`src/rtl/fcm_pkg.sv`:
```
package fcm_pkg;

    localparam int unsigned NUM_ARMS = 4;
    localparam int unsigned GATE_W   = 4 * NUM_ARMS;
    localparam int unsigned CODE_W   = 2 * NUM_ARMS;

    typedef enum logic [1:0] {
        MODE_SOLO = 2'd0,
        MODE_PAR  = 2'd1,
        MODE_SER  = 2'd2,
        MODE_MIX  = 2'd3
    } fcm_mode_e;

    // Commanded state of one phase leg: {inner-lower, outer-lower}
    typedef struct packed {
        logic s3;
        logic s4;
    } leg_cmd_t;

    // One complementary pair after the dead band
    typedef struct packed {
        logic hi;
        logic lo;
    } pair_drv_t;

    // Gate nibble of one arm, switch 1 on bit 0
    typedef struct packed {
        logic sw4;
        logic sw3;
        logic sw2;
        logic sw1;
    } arm_gates_t;

    function automatic arm_gates_t mirror_gates(input arm_gates_t g);
        arm_gates_t m;
        m.sw1 = g.sw4;
        m.sw2 = g.sw3;
        m.sw3 = g.sw2;
        m.sw4 = g.sw1;
        return m;
    endfunction

    function automatic logic arm_enabled(input fcm_mode_e m, input int unsigned phase,
                                         input bit lower);
        if (lower)
            return (m == MODE_MIX) || ((m == MODE_SER) && (phase == 0));
        else
            return (phase == 0) || (m == MODE_PAR) || (m == MODE_MIX);
    endfunction

endpackage

```
`src/rtl/fcm_timebase.sv`:
```
module fcm_timebase
    import fcm_pkg::*;
#(
    parameter int unsigned PERIOD = 5000,
    parameter int unsigned DW     = 13,
    parameter int unsigned CW     = 13
) (
    input  logic          clk,
    input  logic          rst,
    input  logic [DW-1:0] duty_i,
    input  fcm_mode_e     mode_i,
    output logic [CW-1:0] cnt_o,
    output logic [DW-1:0] duty_o,
    output fcm_mode_e     mode_o,
    output logic          run_o
);

    localparam logic [CW-1:0] LAST   = CW'(PERIOD - 1);
    localparam logic [DW-1:0] DUTY_MAX = DW'(PERIOD);

    logic [DW-1:0] duty_clip;

    always_comb begin
        duty_clip = (duty_i > DUTY_MAX) ? DUTY_MAX : duty_i;
    end

    always_ff @(posedge clk) begin
        if (rst) begin
            cnt_o  <= '0;
            duty_o <= '0;
            mode_o <= MODE_SOLO;
            run_o  <= 1'b0;
        end else if (cnt_o == LAST) begin
            cnt_o  <= '0;
            duty_o <= duty_clip;
            mode_o <= mode_i;
            run_o  <= 1'b1;
        end else begin
            cnt_o  <= cnt_o + 1'b1;
        end
    end

endmodule

```
`src/rtl/fcm_phase_leg.sv`:
```
module fcm_phase_leg
    import fcm_pkg::*;
#(
    parameter int unsigned PERIOD = 5000,
    parameter int unsigned CW     = 13,
    parameter int unsigned DW     = 13,
    parameter int unsigned OFFSET = 0
) (
    input  logic [CW-1:0] cnt_i,
    input  logic [DW-1:0] duty_i,
    output leg_cmd_t      cmd_o
);

    localparam int unsigned SHIFT = (PERIOD - (OFFSET % PERIOD)) % PERIOD;
    localparam int unsigned HALF  = PERIOD / 2;
    localparam logic [CW:0] P_EXT = (CW+1)'(PERIOD);

    logic [CW:0]   sum_outer;
    logic [CW:0]   sum_inner;
    logic [CW-1:0] pos_outer;
    logic [CW-1:0] pos_inner;

    always_comb begin
        sum_outer = {1'b0, cnt_i} + (CW+1)'(SHIFT);
        pos_outer = (sum_outer >= P_EXT) ? CW'(sum_outer - P_EXT) : CW'(sum_outer);
        sum_inner = {1'b0, pos_outer} + (CW+1)'(HALF);
        pos_inner = (sum_inner >= P_EXT) ? CW'(sum_inner - P_EXT) : CW'(sum_inner);
        cmd_o.s4  = 32'(pos_outer) < 32'(duty_i);
        cmd_o.s3  = 32'(pos_inner) < 32'(duty_i);
    end

endmodule

```
`src/rtl/fcm_deadband.sv`:
```
module fcm_deadband
    import fcm_pkg::*;
#(
    parameter int unsigned DEAD = 150,
    parameter int unsigned DTW  = 8
) (
    input  logic      clk,
    input  logic      rst,
    input  logic      en_i,
    input  logic      cmd_i,
    output pair_drv_t drv_o
);

    logic           held_q;
    logic [DTW-1:0] wait_q;

    always_ff @(posedge clk) begin
        if (rst) begin
            held_q <= 1'b0;
            wait_q <= '0;
        end else if (cmd_i != held_q) begin
            held_q <= cmd_i;
            wait_q <= DTW'(DEAD);
        end else if (wait_q != '0) begin
            wait_q <= wait_q - 1'b1;
        end
    end

    always_comb begin
        drv_o.hi = en_i && held_q  && (wait_q == '0);
        drv_o.lo = en_i && !held_q && (wait_q == '0);
    end

endmodule

```
`src/rtl/fcm_arm_route.sv`:
```
module fcm_arm_route
    import fcm_pkg::*;
#(
    parameter bit          LOWER = 1'b0,
    parameter int unsigned PHASE = 0
) (
    input  fcm_mode_e   mode_i,
    input  logic        run_i,
    input  leg_cmd_t    cmd_i,
    input  pair_drv_t   outer_i,
    input  pair_drv_t   inner_i,
    output logic [3:0]  gates_o,
    output logic [1:0]  code_o
);

    arm_gates_t base;
    arm_gates_t routed;
    logic       live;

    always_comb begin
        base.sw1 = outer_i.lo;
        base.sw4 = outer_i.hi;
        base.sw2 = inner_i.lo;
        base.sw3 = inner_i.hi;
        routed   = LOWER ? mirror_gates(base) : base;
        live     = run_i && arm_enabled(mode_i, PHASE, LOWER);
        gates_o  = live ? routed : '0;
        code_o   = live ? (LOWER ? ~cmd_i : cmd_i) : 2'b00;
    end

endmodule

```
`src/rtl/fcm_modulator.sv`:
```
module fcm_modulator
    import fcm_pkg::*;
#(
    parameter int unsigned PERIOD = 5000,
    parameter int unsigned DEAD   = 150,
    parameter int unsigned DW     = $clog2(PERIOD + 1)
) (
    input  logic              clk,
    input  logic              rst,
    input  logic [DW-1:0]     duty_i,
    input  logic [1:0]        mode_i,
    output logic [GATE_W-1:0] gate_o,
    output logic [CODE_W-1:0] state_o
);

    localparam int unsigned NPHASE = NUM_ARMS / 2;
    localparam int unsigned CW     = $clog2(PERIOD);
    localparam int unsigned DTW    = (DEAD < 1) ? 1 : $clog2(DEAD + 1);

    logic [CW-1:0] cnt_q;
    logic [DW-1:0] duty_q;
    fcm_mode_e     mode_q;
    logic          run_q;

    leg_cmd_t  leg_cmd   [NPHASE];
    pair_drv_t outer_drv [NPHASE];
    pair_drv_t inner_drv [NPHASE];

    fcm_timebase #(
        .PERIOD (PERIOD),
        .DW     (DW),
        .CW     (CW)
    ) u_timebase (
        .clk    (clk),
        .rst    (rst),
        .duty_i (duty_i),
        .mode_i (fcm_mode_e'(mode_i)),
        .cnt_o  (cnt_q),
        .duty_o (duty_q),
        .mode_o (mode_q),
        .run_o  (run_q)
    );

    for (genvar p = 0; p < NPHASE; p++) begin : g_phase
        fcm_phase_leg #(
            .PERIOD (PERIOD),
            .CW     (CW),
            .DW     (DW),
            .OFFSET (p * PERIOD / (2 * NPHASE))
        ) u_leg (
            .cnt_i  (cnt_q),
            .duty_i (duty_q),
            .cmd_o  (leg_cmd[p])
        );

        fcm_deadband #(
            .DEAD (DEAD),
            .DTW  (DTW)
        ) u_db_outer (
            .clk   (clk),
            .rst   (rst),
            .en_i  (run_q),
            .cmd_i (leg_cmd[p].s4),
            .drv_o (outer_drv[p])
        );

        fcm_deadband #(
            .DEAD (DEAD),
            .DTW  (DTW)
        ) u_db_inner (
            .clk   (clk),
            .rst   (rst),
            .en_i  (run_q),
            .cmd_i (leg_cmd[p].s3),
            .drv_o (inner_drv[p])
        );

        fcm_arm_route #(
            .LOWER (1'b0),
            .PHASE (p)
        ) u_upper (
            .mode_i  (mode_q),
            .run_i   (run_q),
            .cmd_i   (leg_cmd[p]),
            .outer_i (outer_drv[p]),
            .inner_i (inner_drv[p]),
            .gates_o (gate_o[4*p +: 4]),
            .code_o  (state_o[2*p +: 2])
        );

        fcm_arm_route #(
            .LOWER (1'b1),
            .PHASE (p)
        ) u_lower (
            .mode_i  (mode_q),
            .run_i   (run_q),
            .cmd_i   (leg_cmd[p]),
            .outer_i (outer_drv[p]),
            .inner_i (inner_drv[p]),
            .gates_o (gate_o[4*(NPHASE+p) +: 4]),
            .code_o  (state_o[2*(NPHASE+p) +: 2])
        );
    end

endmodule

```
`config.mk`:
```
export PLATFORM = sky130hd
export DESIGN_NAME = fcm_modulator
export DESIGN_NICKNAME = d
export VERILOG_FILES = /design/src/rtl/fcm_pkg.sv /design/src/rtl/fcm_timebase.sv /design/src/rtl/fcm_phase_leg.sv /design/src/rtl/fcm_deadband.sv /design/src/rtl/fcm_arm_route.sv /design/src/rtl/fcm_modulator.sv
export SDC_FILE = /design/constraint.sdc
export NUM_CORES = 1
export LEC_CHECK = 0
export BUFFER_PORTS_ARGS = -buffer_cell sky130_fd_sc_hd__buf_2
export CAP_MARGIN = 20
export CORE_AREA = 5 5 131 133
export DETAILED_ROUTE_END_ITERATION = 8
export DIE_AREA = 0 0 136 138
export PLACE_DENSITY = 0.68
export SLEW_MARGIN = 20
export SYNTH_ARGS = -nofsm -noshare
export SYNTH_HDL_FRONTEND = slang
export SYNTH_SLANG_ARGS = --single-unit
```
`constraint.sdc`:
```
create_clock -name clk -period 8.8 [get_ports clk]
set_input_delay 0.88 -clock clk [delete_from_list [all_inputs] [get_ports clk]]
set_output_delay 0.88 -clock clk [all_outputs]
set_load 0.03 [all_outputs]
```
Yosys cells after proc, flatten, opt, wreduce, memory -nomap -nowiden
Cells that the tools add are included.
Cells by class
  add/sub/neg operators: 12
  magnitude comparators: 9
  eq/ne operators: 8
  muxes and demuxes: 21
  bitwise logic cells: 2
  reductions and logical operators: 42
Operators with widths (count)
  13-bit two-way mux: 5
  8-bit two-way mux: 8
  13-bit less-than comparator: 4
  13-bit subtractor (second input constant): 4
  13-bit by 12-bit adder with 14-bit output (second input constant): 3
  14-bit by 13-bit >= comparator with 1-bit output (second input constant): 3
  8-bit zero test: 4
  8-bit nonzero test: 4
  8-bit by 1-bit subtractor with 8-bit output (second input constant): 4
  1-bit logical AND: 19
  4-bit two-way mux: 4
  13-bit by 1-bit adder with 13-bit output (second input constant): 1
  13-bit equality test (second input constant): 1
  13-bit >= comparator (second input constant): 1
  13-bit > comparator (second input constant): 1
  2-bit OR reduction: 5
  2-bit two-way mux: 4
  2-bit nonzero test: 4
  2-bit equality test (second input constant): 2
  1-bit zero test: 4
  1-bit != test: 4
  2-bit inverter: 2
  2-bit by 1-bit equality test with 1-bit output (second input constant): 1
  1-bit logical OR: 2
Storage, ports and cells
  register bits: 65
  bits of input ports: 17
  output and inout port bits: 24
  word-level logic and storage cells: 110

Longest topological paths before layout
  depth after elaboration: 9
  gate-level depth with buffers: 32

By module
Synthesis repeated with hierarchy kept, for this count alone.
Unflattened totals
  cells, all modules: 821
  area total of the unflattened synthesis: 7035.5 um^2
By module, submodules not included
  fcm_phase_leg at g_phase[1].u_leg: times used 1, cells an instance 274, area each 2094.5 um^2, seq. area each 0.0 um^2
  fcm_deadband: times used 4, cells an instance 52, area each 501.7 um^2, seq. area each 180.2 um^2
  fcm_phase_leg at g_phase[0].u_leg: times used 1, cells an instance 187, area each 1532.7 um^2, seq. area each 0.0 um^2
  fcm_timebase: times used 1, cells an instance 128, area each 1228.7 um^2, seq. area each 580.6 um^2
  fcm_arm_route at g_phase[0].u_upper ...: times used 2, cells an instance 6, area each 37.5 um^2, seq. area each 0.0 um^2
  fcm_arm_route at g_phase[1].u_lower: times used 1, cells an instance 6, area each 55.1 um^2, seq. area each 0.0 um^2
  fcm_arm_route at g_phase[0].u_lower: times used 1, cells an instance 6, area each 42.5 um^2, seq. area each 0.0 um^2

Worst setup path after synthesis
Ideal clock, no wire load.
  path type: register to output
  start: register u_timebase.cnt_o[1]
  end: output port state_o[3]
  arrival time: 6702 ps
  setup slack: 1218 ps
  stages on the path, launching flop included: 29
  path through: dfxtp_1 > inv_1 > ha_1 > nor2b_1 > o21ai_2 > xor2_1 > nand4_1 > o211a_1 > buf_6 > xnor2_1 > ha_1 > or3b_2 > nand2_1 > mux2i_1 > or4_1 > a211oi_2 > o22ai_1 > a32o_1 > buf_6 > xnor2_1 > ha_1 > a21o_1 > a21o_1 > a21o_1 > a21o_1 > a21oi_1 > o21ai_0 > o41ai_1 > nor2b_1
Between the ends
  cells in the longest elaborated chain, start to end: 8
  elaborated cells between the ends (all ways): 10
  classes of those cells: add/sub: 4; order compare: 3; mux: 3
RTL lines
  start: declaration: line fcm_timebase.sv:12  | output logic [CW-1:0] cnt_o,
  start signal: assignment: line fcm_timebase.sv:39  | cnt_o <= cnt_o + 1'b1;
  13-bit by 12-bit adder with 14-bit output *: line fcm_phase_leg.sv:24  | sum_outer = {1'b0, cnt_i} + (CW+1)'(SHIFT);
  13-bit subtractor or 14-bit by 13-bit >= comparator with 1-bit output (tied branches): line fcm_phase_leg.sv:25  | pos_outer = (sum_outer >= P_EXT) ? CW'(sum_outer - P_EXT) : CW'(sum_outer);
  13-bit two-way mux *: line fcm_phase_leg.sv:25
  13-bit by 12-bit adder with 14-bit output *: line fcm_phase_leg.sv:26  | sum_inner = {1'b0, pos_outer} + (CW+1)'(HALF);
  13-bit subtractor or 14-bit by 13-bit >= comparator with 1-bit output (tied branches): line fcm_phase_leg.sv:27  | pos_inner = (sum_inner >= P_EXT) ? CW'(sum_inner - P_EXT) : CW'(sum_inner);
  13-bit two-way mux *: line fcm_phase_leg.sv:27
  13-bit less-than comparator *: line fcm_phase_leg.sv:29  | cmd_o.s3 = 32'(pos_inner) < 32'(duty_i);
  2-bit two-way mux *: line fcm_arm_route.sv:28  | code_o = live ? (LOWER ? ~cmd_i : cmd_i) : 2'b00;
  end: declaration: line fcm_modulator.sv:13  | output logic [CODE_W-1:0] state_o
Mark *: on every way between the ends. The rest lies on a longest branch, timed or not.

Worst setup path in the final report
Same ends and word-level chain as after synthesis.

==> summary.md <==
| Metric | Value |
|---|---|
| GRT overflow | `0` |
| Syn nets | `857` |
| Area Overhead vs Synth | `11.0%` |
| Leakage | `2.76 nW` |
| Worst slew pin tran | `1070 ps` |
| Pwr dens | `173 nW/um^2` |
| Crit path launch type | `flip-flop` |
| Hold Vio Cnt, Final | `0` |
| Die W | `136 um` |
| Detail Route Antenna Nets | `0` |
| CP Max Fanout | `13` |
| Initial Util | `39.7%` |
| CP top delay family | `compound AO/OA/AOI/OAI gates` |
| Share of the synthesized area in the top cell type | `20.9%` |
| Total GRT Usage | `15.3%` |
| Initial antenna violation count | `0` |
| Cells after Synth | `777` |
| H-tree depth | `3` |
| Setup repair after global routing missed its margin | `false` |
| CTS tree | `done` |
| Mean Syn Cell Area | `8.02 um^2` |
| GP Congestion | `0.904` |
| Core Region | `15700 um^2` |
| Total number of vias | `5355` |
| Share of layout cells above drive strength 1 | `13.7%` |
| Run status | `completed` |
| Synthesized cell area | `6230 um^2` |
| # hold bufs at CTS | `0` |
| Crit end category | `output port` |
| CP most frequent cell | `a21o_1` |
| Min Hold Slack | `485 ps` |
| Die height | `138 um` |
| Root buffer cell | `clkbuf_16` |
| Setup Skew | `7.43 ps` |
| Tmin final | `8250 ps` |
| Largest net degree at the start of global routing | `49` |
| IO Port Bufs | `40` |
| Nets | `887` |
| Final Total Pwr | `1.19 mW` |
| Detailed placement HPWL | `11.0 mm` |
| Asr flop ratio synth | `0%` |
| Maximum clock path buffer count | `2` |
| First-pass GRT wire length | `24.3 mm` |
| Sequential area share after synthesis | `20.9%` |
| Tcrit/Tclk final | `93.7%` |
| I/O pins | `41` |
| Worst Path Buf+Inv | `4` |
| WP data arrival | `7370 ps` |
| Synth top area cells | `dfxtp_1, ha_1, xnor2_1, nor2_1, nand2_1` |
| Final setup fails | `0` |
| Clock buffer count from CTS | `9` |
| Pre-antenna DRT Iters | `4` |
| Clock sink count | `65` |
| Leading area contributor after synthesis | `dfxtp_1` |
| Setup_tns | `0 ps` |
| Row cnt | `46` |
| Vias per cell | `5.21` |
| Post-CTS Setup Bufs | `0` |
| Via count of the first global-routing pass | `5075` |
| Non-filler cells in the finished layout | `1028` |
| DP Cell Count | `1012` |
| YS warnings | `0` |
| CTS clock-pin slew for the worst setup and hold paths | `50 ps` |
| Critical path class | `reg -> out` |
| Slowest CP cell | `dfxtp_1` |
| CP peak stage delay | `530 ps` |
| Worst VDD drop | `0.102 mV` |
| Post-synth EDFFs | `0` |
| Yosys reg bits | `65` |
| Synth Flop Type | `dfxtp_1` |
| Req. time, crit path | `7920 ps` |
| Unique masters post-synth | `90` |
| Max-slew violation count | `0` |
| Worst-Skew Late Latency | `350 ps` |
| F_max | `121 MHz` |
| Number of max-cap violations | `0` |
| Post-cts resize count | `0` |
| # fillers | `1560` |
| Antenna diodes | `0` |
| Relative slew slack | `27.8%` |
| Die area | `18800 um^2` |
| DRT iter0 DRCs | `314` |
| Avg WL per Cell | `13.6 um` |
| Detailed Route WL | `14.0 mm` |
| HP Class | `reg -> reg` |
| DR DRC count | `0` |
synthesized netlist by cell type (all sizes together) (7+ instances only):
| cell | count |
|---|---|
| nor3 | 42 |
| xor2 | 25 |
| nor2 | 72 |
| nand3 | 22 |
| or3 | 10 |
| xnor2 | 68 |
| nand2b | 13 |
| a21o | 18 |
| clkbuf | 11 |
| o31ai | 7 |
| a21oi | 42 |
| nor4 | 21 |
| inv | 54 |
| buf | 14 |
| o21ai | 36 |
| ha | 63 |
| dfxtp | 65 |
| nor2b | 10 |
| nand2 | 57 |
| a211oi | 8 |
| o211ai | 10 |
| mux2i | 12 |
| and2 | 14 |
worst paths after layout:
| check | startpoint | end | slack (ps) | depth (start not counted) |
|---|---|---|---|---|
| max reg2reg | u_timebase.cnt_o[1] | g_phase[1].u_db_inner.wait_q[3] | 1550 | 31 |
| max | u_timebase.cnt_o[1] | state_o[3] | 550 | 31 |
| min | u_timebase.duty_o[0] | u_timebase.duty_o[0] | 480 | 1 |
| min reg2reg | u_timebase.duty_o[0] | u_timebase.duty_o[0] | 480 | 1 |
logic make-up (layout without fill, tap and decap cells):
group / Yosys count / in the layout / synth area share [%]
XOR/XNOR: 93 / 93 / 14.0
AND/OR/NAND/NOR: 296 / 296 / 24.6
buffers and inverters: 79 / 114 / 5.66
flip-flops: 65 / 65 / 20.9
multiplexers: 15 / 15 / 2.67
adder cells (fa/ha/maj): 63 / 63 / 12.6
AO/OA/AOI/OAI: 166 / 166 / 19.6
cell usage in the layout, fill, tap and decap left out, types with 18 or more instances in the layout:
master and count:
a21o_1 18, ha_1 63, inv_1 53, o21ai_0 30
a21oi_1 39, nand2_1 57, xnor2_1 64, xor2_1 21
nor3_1 40, buf_2 40, nor2_1 71, nor4_1 19
nand3_1 22, dfxtp_1 65
registers in the layout, indices dropped and copies added, names as in the netlist:
name and flops:
g_phase.u_db_inner.held_q 2, g_phase.u_db_inner.wait_q 16, g_phase.u_db_outer.held_q 2, g_phase.u_db_outer.wait_q 16, u_timebase.cnt_o 13, u_timebase.duty_o 13, u_timebase.mode_o 2, u_timebase.run_o 1
worst reg2reg max path: cells and delay by family (launching register included):
family,cells,cell delay (ps)
compound gates,12,2170
simple gates,7,1560
xor+xnor,5,1130
fa+ha+maj,3,840
buf+inv,3,540
flops,1,530
mux,1,300
metrics by stage:
stage	instance area (um^2)	worst slack (ps)	utilization [%]
3_5_place_dp	6590	748	41.9
6_report	6920	554	44.1
2_1_floorplan	6230	1220	-
5_1_grt	6920	51.5	44.1
3_3_place_gp	6590	985	41.9
4_1_cts	6890	320	43.9
power by group:
part | internal (mW) | switching (mW)
clock | 0.222 | 0.144
combinational | 0.192 | 0.230
sequential | 0.357 | 0.0490
per-layer routing:
metal	part of all wire, %	track usage [%]
met5	0	0
met4	1.2	3.77
met3	3.7	3.01
met2	44	24.1
met1	51	21.6
final cells by class:
class | count | area [um^2] | area share (%)
clock buffers | 9 | 225 | 3.25
well taps | 216 | 270 | 3.90
flip-flops and latches | 65 | 1300 | 18.8
repair buffers | 44 | 230 | 3.33
multi-input cells | 633 | 4610 | 66.6
clock inverters | 7 | 78.8 | 1.14
inverters | 54 | 203 | 2.93
Note: power is estimated with default switching activity, not from simulation.
